$ cat config.mk
export PLATFORM = sky130hd
export DESIGN_NAME = card_wr_guard
export DESIGN_NICKNAME = d
export VERILOG_FILES = /design/src/rtl/cwg_pkg.sv /design/src/rtl/cwg_store.sv /design/src/rtl/cwg_seq.sv /design/src/rtl/card_wr_guard.sv
export SDC_FILE = /design/constraint.sdc
export NUM_CORES = 1
export LEC_CHECK = 0
export BUFFER_PORTS_ARGS = -buffer_cell sky130_fd_sc_hd__buf_4
export CAP_MARGIN = 20
export CORE_ASPECT_RATIO = 1.5
export CORE_MARGIN = 1
export CORE_UTILIZATION = 48
export DETAILED_ROUTE_END_ITERATION = 8
export PLACE_DENSITY = 0.82
export SKIP_LAST_GASP = 1
export SLEW_MARGIN = 10
export SYNTH_ARGS = -nofsm -noshare
export SYNTH_HDL_FRONTEND = slang
export SYNTH_SLANG_ARGS = --single-unit
$ cat constraint.sdc
create_clock -name clk -period 2.2 [get_ports clk]
set_clock_uncertainty 0.2 [all_clocks]
set_input_delay 0.11 -clock clk [delete_from_list [all_inputs] [get_ports clk]]
set_output_delay 0.11 -clock clk [all_outputs]
set_load 0.005 [all_outputs]
$ cat src/rtl/cwg_pkg.sv
package cwg_pkg;
  typedef enum logic [1:0] {
    OP_READ  = 2'd0,
    OP_WRITE = 2'd1,
    OP_CMP   = 2'd2,
    OP_OTHER = 2'd3
  } cwg_op_e;

  // step value equals the reference address expected next
  typedef enum logic [1:0] {
    SQ_IDLE = 2'd0,
    SQ_REF1 = 2'd1,
    SQ_REF2 = 2'd2,
    SQ_REF3 = 2'd3
  } cwg_seq_e;
endpackage

$ cat src/rtl/cwg_store.sv
module cwg_store #(
  parameter int DW   = 8,
  parameter int AW   = 8,
  parameter int CW   = 3,
  parameter int NREF = 3
) (
  input  logic               clk,
  input  logic               ld_en,
  input  logic [CW-1:0]      ld_ctr,
  input  logic [NREF*DW-1:0] ld_ref,
  input  logic               ld_lock,
  input  logic               ctr_we,
  input  logic [CW-1:0]      ctr_wd,
  input  logic               ref_we,
  input  logic [AW-1:0]      ref_sel,
  input  logic [DW-1:0]      ref_wd,
  input  logic               lock_set,
  input  logic               granted,
  input  logic [AW-1:0]      rd_addr,
  output logic [CW-1:0]      ctr_q,
  output logic [NREF*DW-1:0] ref_q,
  output logic               lock_q,
  output logic [DW-1:0]      rd_data
);
  logic [NREF-1:0][DW-1:0] ref_r;

  // non-volatile cells: no reset, loaded externally
  always_ff @(posedge clk) begin
    if (ld_en) begin
      ctr_q  <= ld_ctr;
      lock_q <= ld_lock;
    end else begin
      if (ctr_we)   ctr_q  <= ctr_wd;
      if (lock_set) lock_q <= 1'b1;
    end
  end

  for (genvar g = 0; g < NREF; g++) begin : g_ref
    always_ff @(posedge clk) begin
      if (ld_en)
        ref_r[g] <= ld_ref[g*DW +: DW];
      else if (ref_we && ref_sel == AW'(g + 1))
        ref_r[g] <= ref_wd;
    end
    assign ref_q[g*DW +: DW] = ref_r[g];
  end

  // secret bytes are hidden until access is granted
  always_comb begin
    rd_data = '0;
    if (rd_addr == '0) rd_data = DW'(ctr_q);
    for (int i = 0; i < NREF; i++)
      if (granted && rd_addr == AW'(i + 1)) rd_data = ref_r[i];
  end
endmodule

$ cat src/rtl/cwg_seq.sv
module cwg_seq
  import cwg_pkg::*;
#(
  parameter int DW         = 8,
  parameter int AW         = 8,
  parameter int CW         = 3,
  parameter int NREF       = 3,
  parameter int BW         = 6,
  parameter int FRAME_BITS = 24,
  parameter int CMP_LAT    = 4
) (
  input  logic               clk,
  input  logic               rst_n,
  input  logic               fire,
  input  logic [1:0]         op,
  input  logic [AW-1:0]      addr,
  input  logic [DW-1:0]      data,
  input  logic [BW-1:0]      bits,
  input  logic [CW-1:0]      ctr_q,
  input  logic [NREF*DW-1:0] ref_q,
  input  logic               lock_q,
  output logic               busy,
  output logic               grant,
  output logic               ctr_we,
  output logic [CW-1:0]      ctr_wd,
  output logic               ref_we,
  output logic [AW-1:0]      ref_sel,
  output logic [DW-1:0]      ref_wd,
  output logic               lock_set
);
  localparam int LW = $clog2(CMP_LAT + 1);

  cwg_seq_e       state;
  logic [LW-1:0]  lat_cnt;
  logic           live_q, ok_q;
  logic           bits_ok, in_seq, armed, done, imm_fail, cmp_fail, fail;
  logic           is_wr0;
  logic [DW-1:0]  exp_byte;

  assign bits_ok = bits == BW'(FRAME_BITS);
  assign in_seq  = state != SQ_IDLE;
  assign armed   = !grant && !lock_q;
  assign done    = lat_cnt == LW'(1);
  assign busy    = lat_cnt != '0;
  assign is_wr0  = op == OP_WRITE && addr == '0;

  always_comb begin
    exp_byte = '0;
    for (int i = 0; i < NREF; i++)
      if (state == cwg_seq_e'(i + 1)) exp_byte = ref_q[i*DW +: DW];
  end

  assign ctr_wd  = data[CW-1:0];
  assign ctr_we  = fire && is_wr0 && bits_ok &&
                   (grant || (armed && !in_seq && (data[CW-1:0] & ~ctr_q) == '0));
  assign ref_we  = fire && op == OP_WRITE && grant && bits_ok;
  assign ref_sel = addr;
  assign ref_wd  = data;

  assign imm_fail = fire && armed && op != OP_CMP && (in_seq || (is_wr0 && !ctr_we));
  assign cmp_fail = done && live_q && !ok_q;
  assign fail     = imm_fail || cmp_fail;
  assign lock_set = fail && ctr_q == '0;

  always_ff @(posedge clk or negedge rst_n) begin
    if (!rst_n) begin
      state   <= SQ_IDLE;
      lat_cnt <= '0;
      live_q  <= 1'b0;
      ok_q    <= 1'b0;
      grant   <= 1'b0;
    end else begin
      if (fire && op == OP_CMP) begin
        lat_cnt <= LW'(CMP_LAT);
        live_q  <= armed && in_seq;
        ok_q    <= bits_ok && addr == AW'(state) && data == exp_byte;
      end else if (busy) begin
        lat_cnt <= lat_cnt - LW'(1);
      end

      if (ctr_we && !grant) state <= SQ_REF1;

      if (done && live_q && ok_q) begin
        case (state)
          SQ_REF1: state <= SQ_REF2;
          SQ_REF2: state <= SQ_REF3;
          SQ_REF3: begin
            state <= SQ_IDLE;
            grant <= 1'b1;
          end
          default: state <= SQ_IDLE;
        endcase
      end

      if (fail) state <= SQ_IDLE;
    end
  end
endmodule

$ cat src/rtl/card_wr_guard.sv
module card_wr_guard
  import cwg_pkg::*;
#(
  parameter int DW         = 8,
  parameter int AW         = 8,
  parameter int CW         = 3,
  parameter int NREF       = 3,
  parameter int BW         = 6,
  parameter int FRAME_BITS = 24,
  parameter int CMP_LAT    = 4
) (
  input  logic               clk,
  input  logic               rst_n,
  input  logic               ld_en,
  input  logic [CW-1:0]      ld_ctr,
  input  logic [NREF*DW-1:0] ld_ref,
  input  logic               ld_lock,
  input  logic               cmd_valid,
  output logic               cmd_ready,
  input  logic [1:0]         cmd_op,
  input  logic [AW-1:0]      cmd_addr,
  input  logic [DW-1:0]      cmd_data,
  input  logic [BW-1:0]      cmd_bits,
  output logic               rsp_valid,
  input  logic               rsp_ready,
  output logic [DW-1:0]      rsp_data,
  output logic               wr_grant,
  output logic               perm_lock
);
  logic               fire, busy;
  logic               ctr_we, ref_we, lock_set;
  logic [CW-1:0]      ctr_wd, ctr_q;
  logic [AW-1:0]      ref_sel;
  logic [DW-1:0]      ref_wd, rd_data;
  logic [NREF*DW-1:0] ref_q;

  assign cmd_ready = !busy && !rsp_valid;
  assign fire      = cmd_valid && cmd_ready;

  cwg_seq #(
    .DW(DW), .AW(AW), .CW(CW), .NREF(NREF), .BW(BW),
    .FRAME_BITS(FRAME_BITS), .CMP_LAT(CMP_LAT)
  ) u_seq (
    .clk(clk), .rst_n(rst_n), .fire(fire), .op(cmd_op), .addr(cmd_addr),
    .data(cmd_data), .bits(cmd_bits), .ctr_q(ctr_q), .ref_q(ref_q),
    .lock_q(perm_lock), .busy(busy), .grant(wr_grant), .ctr_we(ctr_we),
    .ctr_wd(ctr_wd), .ref_we(ref_we), .ref_sel(ref_sel), .ref_wd(ref_wd),
    .lock_set(lock_set)
  );

  cwg_store #(.DW(DW), .AW(AW), .CW(CW), .NREF(NREF)) u_store (
    .clk(clk), .ld_en(ld_en), .ld_ctr(ld_ctr), .ld_ref(ld_ref),
    .ld_lock(ld_lock), .ctr_we(ctr_we), .ctr_wd(ctr_wd), .ref_we(ref_we),
    .ref_sel(ref_sel), .ref_wd(ref_wd), .lock_set(lock_set),
    .granted(wr_grant), .rd_addr(cmd_addr), .ctr_q(ctr_q), .ref_q(ref_q),
    .lock_q(perm_lock), .rd_data(rd_data)
  );

  always_ff @(posedge clk or negedge rst_n) begin
    if (!rst_n) begin
      rsp_valid <= 1'b0;
      rsp_data  <= '0;
    end else if (fire && cmd_op == OP_READ) begin
      rsp_valid <= 1'b1;
      rsp_data  <= rd_data;
    end else if (rsp_ready) begin
      rsp_valid <= 1'b0;
    end
  end
endmodule

==> reports/results.ini, run 1 <==
[synth]
yosys.area.top_type = edfxtp_1
ys_seq_area_frac = 0.455
yosysWarnings = 0
syn_area_mm2 = 0.00278
syn_area_per_cell_um2 = 8.98
synth_top_area_share = 0.302
synth_ff_type = edfxtp_1
async_reset_ff_frac = 0.378
ys_ff_latch = 45
yosysMostFrequentCell = nand2_1
synth.top_cells.by_count = nand2_1, edfxtp_1, dfrtp_1, nor2_1, inv_1
synth-edff-count = 28
ys_types = 57
yosys-top-cells-area = edfxtp_1, dfrtp_1, nand2_1, ha_1, mux2i_1
mappedNetlistNets = 374
syn_inst = 310

[grt]
antenna_found_initial = 0
grt_overflow = 0
grt_usage = 0.290
grt_pass1_vias = 3029
grt_pass1_wl_um = 13500
grt_max_degree = 42

[timing]
setup_slack_ns = -0.0758
rsz0062_at_grt = yes
worstMarginPinSlew_ns = 0.446
slew_headroom = 0.700
hold_viol = 17
finalCritPeriodShare = 1.03
clock.fmax_ghz = 0.439
setup_viol = 17
final.setup.tns_ns = -0.305
period_minus_slack_ns = 2.28
drv_slew = 0
hold_ws_ns = -0.00658

[clock_network]
tritoncts = built
cts.sinks = 45
path_clk_slew_ns = 0.10
ctsLongestPathBuffers = 2
ctsRootBufferMaster = clkbuf_8
insertion_delay_ns = 0.31
htree_levels = 2
numCtsBuffers = 5

[detailed_routing]
wl_met2_um = 4730
wl_per_cell_um = 16.7
wirelength_um = 8680
dr_wl_met3_um = 488
via_count = 2934
top_layer = met4
drt-initial-drc-count = 225
route.detailed.drc = 0
dr.pass1.iters = 7
wirelength_met1_um = 3050
via_per_inst = 5.63
ant_nets = 0

[critical_path]
r2r_slack_ns = -0.08
crit_buf_inv = 3
cp_top_family = simple AND/OR/NAND/NOR gates
required_ns = 2.22
crit_path_start_kind = flop
crit_type = flop to flop
r2r-start = u_seq.lat_cnt[0]
r2r_end = rsp_data[1]
crit_path_top_delay_cell = dfrtp_1
r2r_cells = 9
cp_slowest_stage_delay_ns = 0.40
cp.arrival_ns = 2.30
endpoint_kind = flop
worst-path-max-fanout = 5
worstPathCellList = inv_2 > ha_4 > nor3b_4 > nand2_2 > buf_6 > buf_4 > nor3_1 > nand2_1 > o31ai_1

[place]
io_buffers = 68
place_congestion = 0.890
dp_slack_ns = -0.0957
hpwl_um = 5380
dpl_cell_area_mm2 = 0.00351

[power_and_ir_drop]
p_sw_frac = 0.338
total_power_mw = 2.80
netSwitchingPower_mw = 0.948
power_frac_comb = 0.412
ir_drop_v = 0.000494
p_int_mw = 1.85
power.share.clock = 0.196
power_frac_seq = 0.392
power.leakage_nw = 1.93
p_per_area_mw_per_mm2 = 663

[floorplan]
core_area_mm2 = 0.00553
die_w_um = 64.2
rows = 33
die_height_um = 95.3
die_area_mm2 = 0.00611
ioPinCount = 69
start_util = 0.503

[finish]
areaGrowthSynthToFinish_pct = 51.9
num_antenna_cells = 0
drive_gt1_frac = 0.299
seq_area_mm2 = 0.00127
nNetsFinal = 514
design_area_mm2 = 0.00423
multi_input_area_mm2 = 0.00149
filler_cell_count = 376

[outcome]
status = complete, but fails checks
violations = negative hold slack, negative setup slack

[worst_hold_path]
worstHoldPathType = input pin to asynchronous set/reset pin

[flow_run]
drv_cap = 0

[cell usage in the layout (no fill, tap or decap), types with 6 or more instances in the layout]
cell | Yosys | layout
buf_4 | 1 | 93
ha_1 | 7 | 6
nor2_1 | 17 | 16
nand2_1 | 80 | 80
mux2i_1 | 7 | 7
dfrtp_1 | 17 | 16
nand2b_1 | 11 | 11
inv_1 | 15 | 12
dlygate4sd3_1 | 0 | 47
o21ai_0 | 14 | 13
a21oi_1 | 13 | 13
edfxtp_1 | 28 | 28
a22oi_1 | 7 | 6
nand3_1 | 6 | 6
[layout make-up]
| type | count | area share |
|---|---|---|
| Sequential cell | 45 | 0.300 |
| Inverter | 15 | 0.0133 |
| Clock buffer | 5 | 0.0163 |
| Multi-Input combinational cell | 238 | 0.353 |
| Timing Repair Buffer | 145 | 0.292 |
| Clock inverter | 3 | 0.00562 |
| Tap cell | 70 | 0.0207 |
[worst max path at each step]
stage | start | endpoint | slack (ns) | cells after the start
detailed placement | u_seq.lat_cnt[0] | u_store.ref_q[5] | -0.1 | 7
finish | u_seq.lat_cnt[0] | rsp_data[1] | -0.08 | 9
CTS | u_seq.lat_cnt[0] | u_store.lock_q | 0.0002 | 9
global route | u_seq.lat_cnt[0] | rsp_data[1] | -0.17 | 9
floorplan | u_seq.lat_cnt[0] | u_store.ref_q[0] | -0.007 | 7
global placement | u_seq.lat_cnt[0] | u_store.ref_q[5] | -0.04 | 7
[state kept, by name, indices dropped and copies added (netlist names)]
name,count
u_seq.state,2
u_seq.grant,1
rsp_valid,1
u_seq.lat_cnt,3
u_store.ctr_q,3
u_seq.ok_q,1
u_store.ref_q,24
u_seq.live_q,1
rsp_data,8
u_store.lock_q,1
[per-stage QoR]
stage	util	hold WS (ns)	std cells
after global routing	0.764	0.0130	521
after global placement	0.635	-0.215	457
after detailed placement	0.635	-0.213	457
after floorplan	-	-0.386	310
after CTS	0.752	0.00438	518
final	0.764	-0.00658	521
[power by group through the flow]
stage	registers (mW)	clock network (mW)	logic [mW]
floorplan	1.10	0	0.508
global placement	1.11	0	0.889
detailed placement	1.11	0	0.915
CTS	1.10	0.543	1.05
global route	1.11	0.577	1.26
finish	1.10	0.549	1.15
[cells by family (layout without fill, tap and decap cells)]
| group | Yosys count | count (layout) | share of synthesized area |
|---|---|---|---|
| DFF | 45 | 45 | 0.455 |
| buffers and inverters | 27 | 168 | 0.0422 |
| adders and majority gates | 7 | 7 | 0.0315 |
| AOI/OAI and AO/OA | 59 | 59 | 0.138 |
| and+or+nand+nor | 157 | 157 | 0.284 |
| xor gates and xnor gates | 8 | 8 | 0.0252 |
| muxes | 7 | 7 | 0.0252 |
[repair_timing]
action / 4_1_cts / 5_1_grt
gates cloned: 0 / 0
setup endpoints to repair: 17 / 27
endpoints found under the hold margin: 49 / 0
hold buffers: 47 / 0
pin swaps: 4 / 8
gates resized for setup: 7 / 12
setup buffers: 6 / 4
[per-layer routing]
metal / GRT usage / vias to the layer above
met5: 0 / -
met4: 0.161 / 0
met3: 0.0383 / 42
met2: 0.569 / 161
met1: 0.288 / 1369
li1: - / 1362
(Power assumes the default switching activity.)
==> run 2: changes to the inputs <==
--- a/config.mk
+++ b/config.mk
@@ -12,6 +12,7 @@
 export CORE_UTILIZATION = 48
 export DETAILED_ROUTE_END_ITERATION = 8
 export PLACE_DENSITY = 0.82
+export RECOVER_POWER = 50
 export SKIP_LAST_GASP = 1
 export SLEW_MARGIN = 10
 export SYNTH_ARGS = -nofsm -noshare
==> run 2 against run 1 <==
Compared with the run above:
- highest routed layer unchanged
- hold slack gained 0.044 ns
- cell count is the same
- setup slack gained 0.0075 ns
- cell area shrank 0.18%
- largest cell class unchanged
- core utilization shrank 0.14 points
- die area is the same
- sequential share of layout area grew 0.053 points
- the flow finishes with violations (negative setup slack)
==> reports/results.ini, run 2 (synthesized netlist as in run 1, its figures left out) <==
[outcome]
status = complete, but fails checks
violations = negative setup slack

[finish]
areaGrowthSynthToFinish_pct = 51.6
final_cell_mix = nand2_1, buf_4, dlygate4sd3_1
layout_commonest_cell = nand2_1
largest_reg_flops = 24
final_cell_count_no_fill = 521
nNetsFinal = 514
num_antenna_cells = 0
design_area_mm2 = 0.00422
drive_gt1_frac = 0.295
final_core_util = 0.763

[clock_network]
insertion_delay_ns = 0.31
path_clk_slew_ns = 0.10
ctsLongestPathBuffers = 2
htree_levels = 2
tritoncts = built
cts.sinks = 45
numCtsBuffers = 5
ctsRootBufferMaster = clkbuf_8

[critical_path]
crit_path_start_kind = flop
endpoint_kind = flop
cp.arrival_ns = 2.29
crit_type = flop to flop
worstPathCellList = inv_2 > ha_4 > nor3b_4 > nand2_2 > buf_6 > buf_4 > nor3_1 > nand2_1 > o31ai_1
crit_buf_inv = 3
worst-path-max-fanout = 5
cp_slowest_stage_delay_ns = 0.40
required_ns = 2.22
crit_path_top_delay_cell = dfrtp_1
r2r_slack_ns = -0.07
cp_top_family = simple AND/OR/NAND/NOR gates

[grt]
grt_usage = 0.290
grt_pass1_wl_um = 13500
grt_overflow = 0
grt_pass1_vias = 3029
antenna_found_initial = 0
grt_max_degree = 42

[power_and_ir_drop]
ir_drop_v = 0.000495
power.leakage_nw = 1.91
p_int_mw = 1.85
total_power_mw = 2.80
power_frac_comb = 0.411
p_per_area_mw_per_mm2 = 663
power.share.clock = 0.195
netSwitchingPower_mw = 0.949
p_sw_frac = 0.339
power_frac_seq = 0.393

[timing]
drv_slew = 0
setup_slack_ns = -0.0683
clock.fmax_ghz = 0.441
rsz0062_at_grt = yes
finalCritPeriodShare = 1.03
worstMarginPinSlew_ns = 0.935
slew_headroom = 0.377
hold_viol = 0
setup_viol = 19
period_minus_slack_ns = 2.27

[floorplan]
ioPinCount = 69
die_area_mm2 = 0.00611
die_height_um = 95.3
rows = 33
die_w_um = 64.2
start_util = 0.503
core_area_mm2 = 0.00553

[detailed_routing]
wl_per_cell_um = 16.6
wirelength_um = 8650
via_count = 2912
ant_nets = 0
dr.pass1.iters = 6
drt-initial-drc-count = 182
route.detailed.drc = 0
via_per_inst = 5.59

[place]
dp_slack_ns = -0.0957
dpl_cell_area_mm2 = 0.00351
dp_cells = 457
place_congestion = 0.890
io_buffers = 68
hpwl_um = 5380

[flow_run]
drv_cap = 0

[worst_hold_path]
worstHoldPathType = input pin to flop

-- run 2: worst register-to-register path: cells and delay by family, from the launching register on --
family,cells,cell delay [ns]
AOI/OAI and AO/OA,1,0.26
adders and majority gates,1,0.13
buffers and inverters,3,0.38
DFF,1,0.40
and+or+nand+nor,4,0.82
-- run 2: layout make-up --
cell class,count,area [um2]
clock inverters,3,23.8
repair buffers,145,1230
fillers,378,1310
flip-flops and latches,45,1270
inverters,15,56.3
clock buffers,5,68.8
well taps,70,87.6
multi-input cells,238,1490
-- run 2: what timing repair did --
action / CTS / global route
pin swaps: 4 / 8
endpoints found under the setup margin: 17 / 27
resized for setup: 7 / 12
setup buffers: 6 / 4
hold buffers: 47 / 0
endpoints found under the hold margin: 49 / 0
-- run 2: worst paths after layout --
| check | cells past startpoint | endpoint | from |
|---|---|---|---|
| worst max-delay path | 9 | rsp_data[1] | u_seq.lat_cnt[0] |
| worst min-delay path | 3 | u_store.ctr_q[2] | cmd_data[2] |
| worst max register to register | 9 | rsp_data[1] | u_seq.lat_cnt[0] |
| worst min register to register | 2 | u_seq.live_q | u_seq.live_q |
| max in group asynchronous | 2 | u_seq.state[0] | rst_n |
| min in group asynchronous | 2 | rsp_data[0] | rst_n |
-- run 2: power groups by stage --
stage	sequential, mW	clock [mW]	combinational [mW]
floorplan	1.10	0	0.508
global placement	1.11	0	0.889
detailed placement	1.11	0	0.915
CTS	1.10	0.543	1.05
global route	1.11	0.577	1.25
finish	1.10	0.547	1.15
-- run 2: per-layer routing --
layer | GRT usage | wire [um] | up-vias
met5 | 0 | 0 | -
met4 | 0.161 | 425 | 0
met3 | 0.0383 | 492 | 47
met2 | 0.569 | 4660 | 153
met1 | 0.288 | 3070 | 1351
li1 | - | - | 1361
-- run 2: per-stage QoR --
stage               hold WS, ns  TNS (ns)
floorplan                -0.386   -0.0599
global placement         -0.215    -0.411
detailed placement       -0.213     -1.34
CTS                     0.00438         0
global route             0.0645     -1.81
finish                   0.0376    -0.293
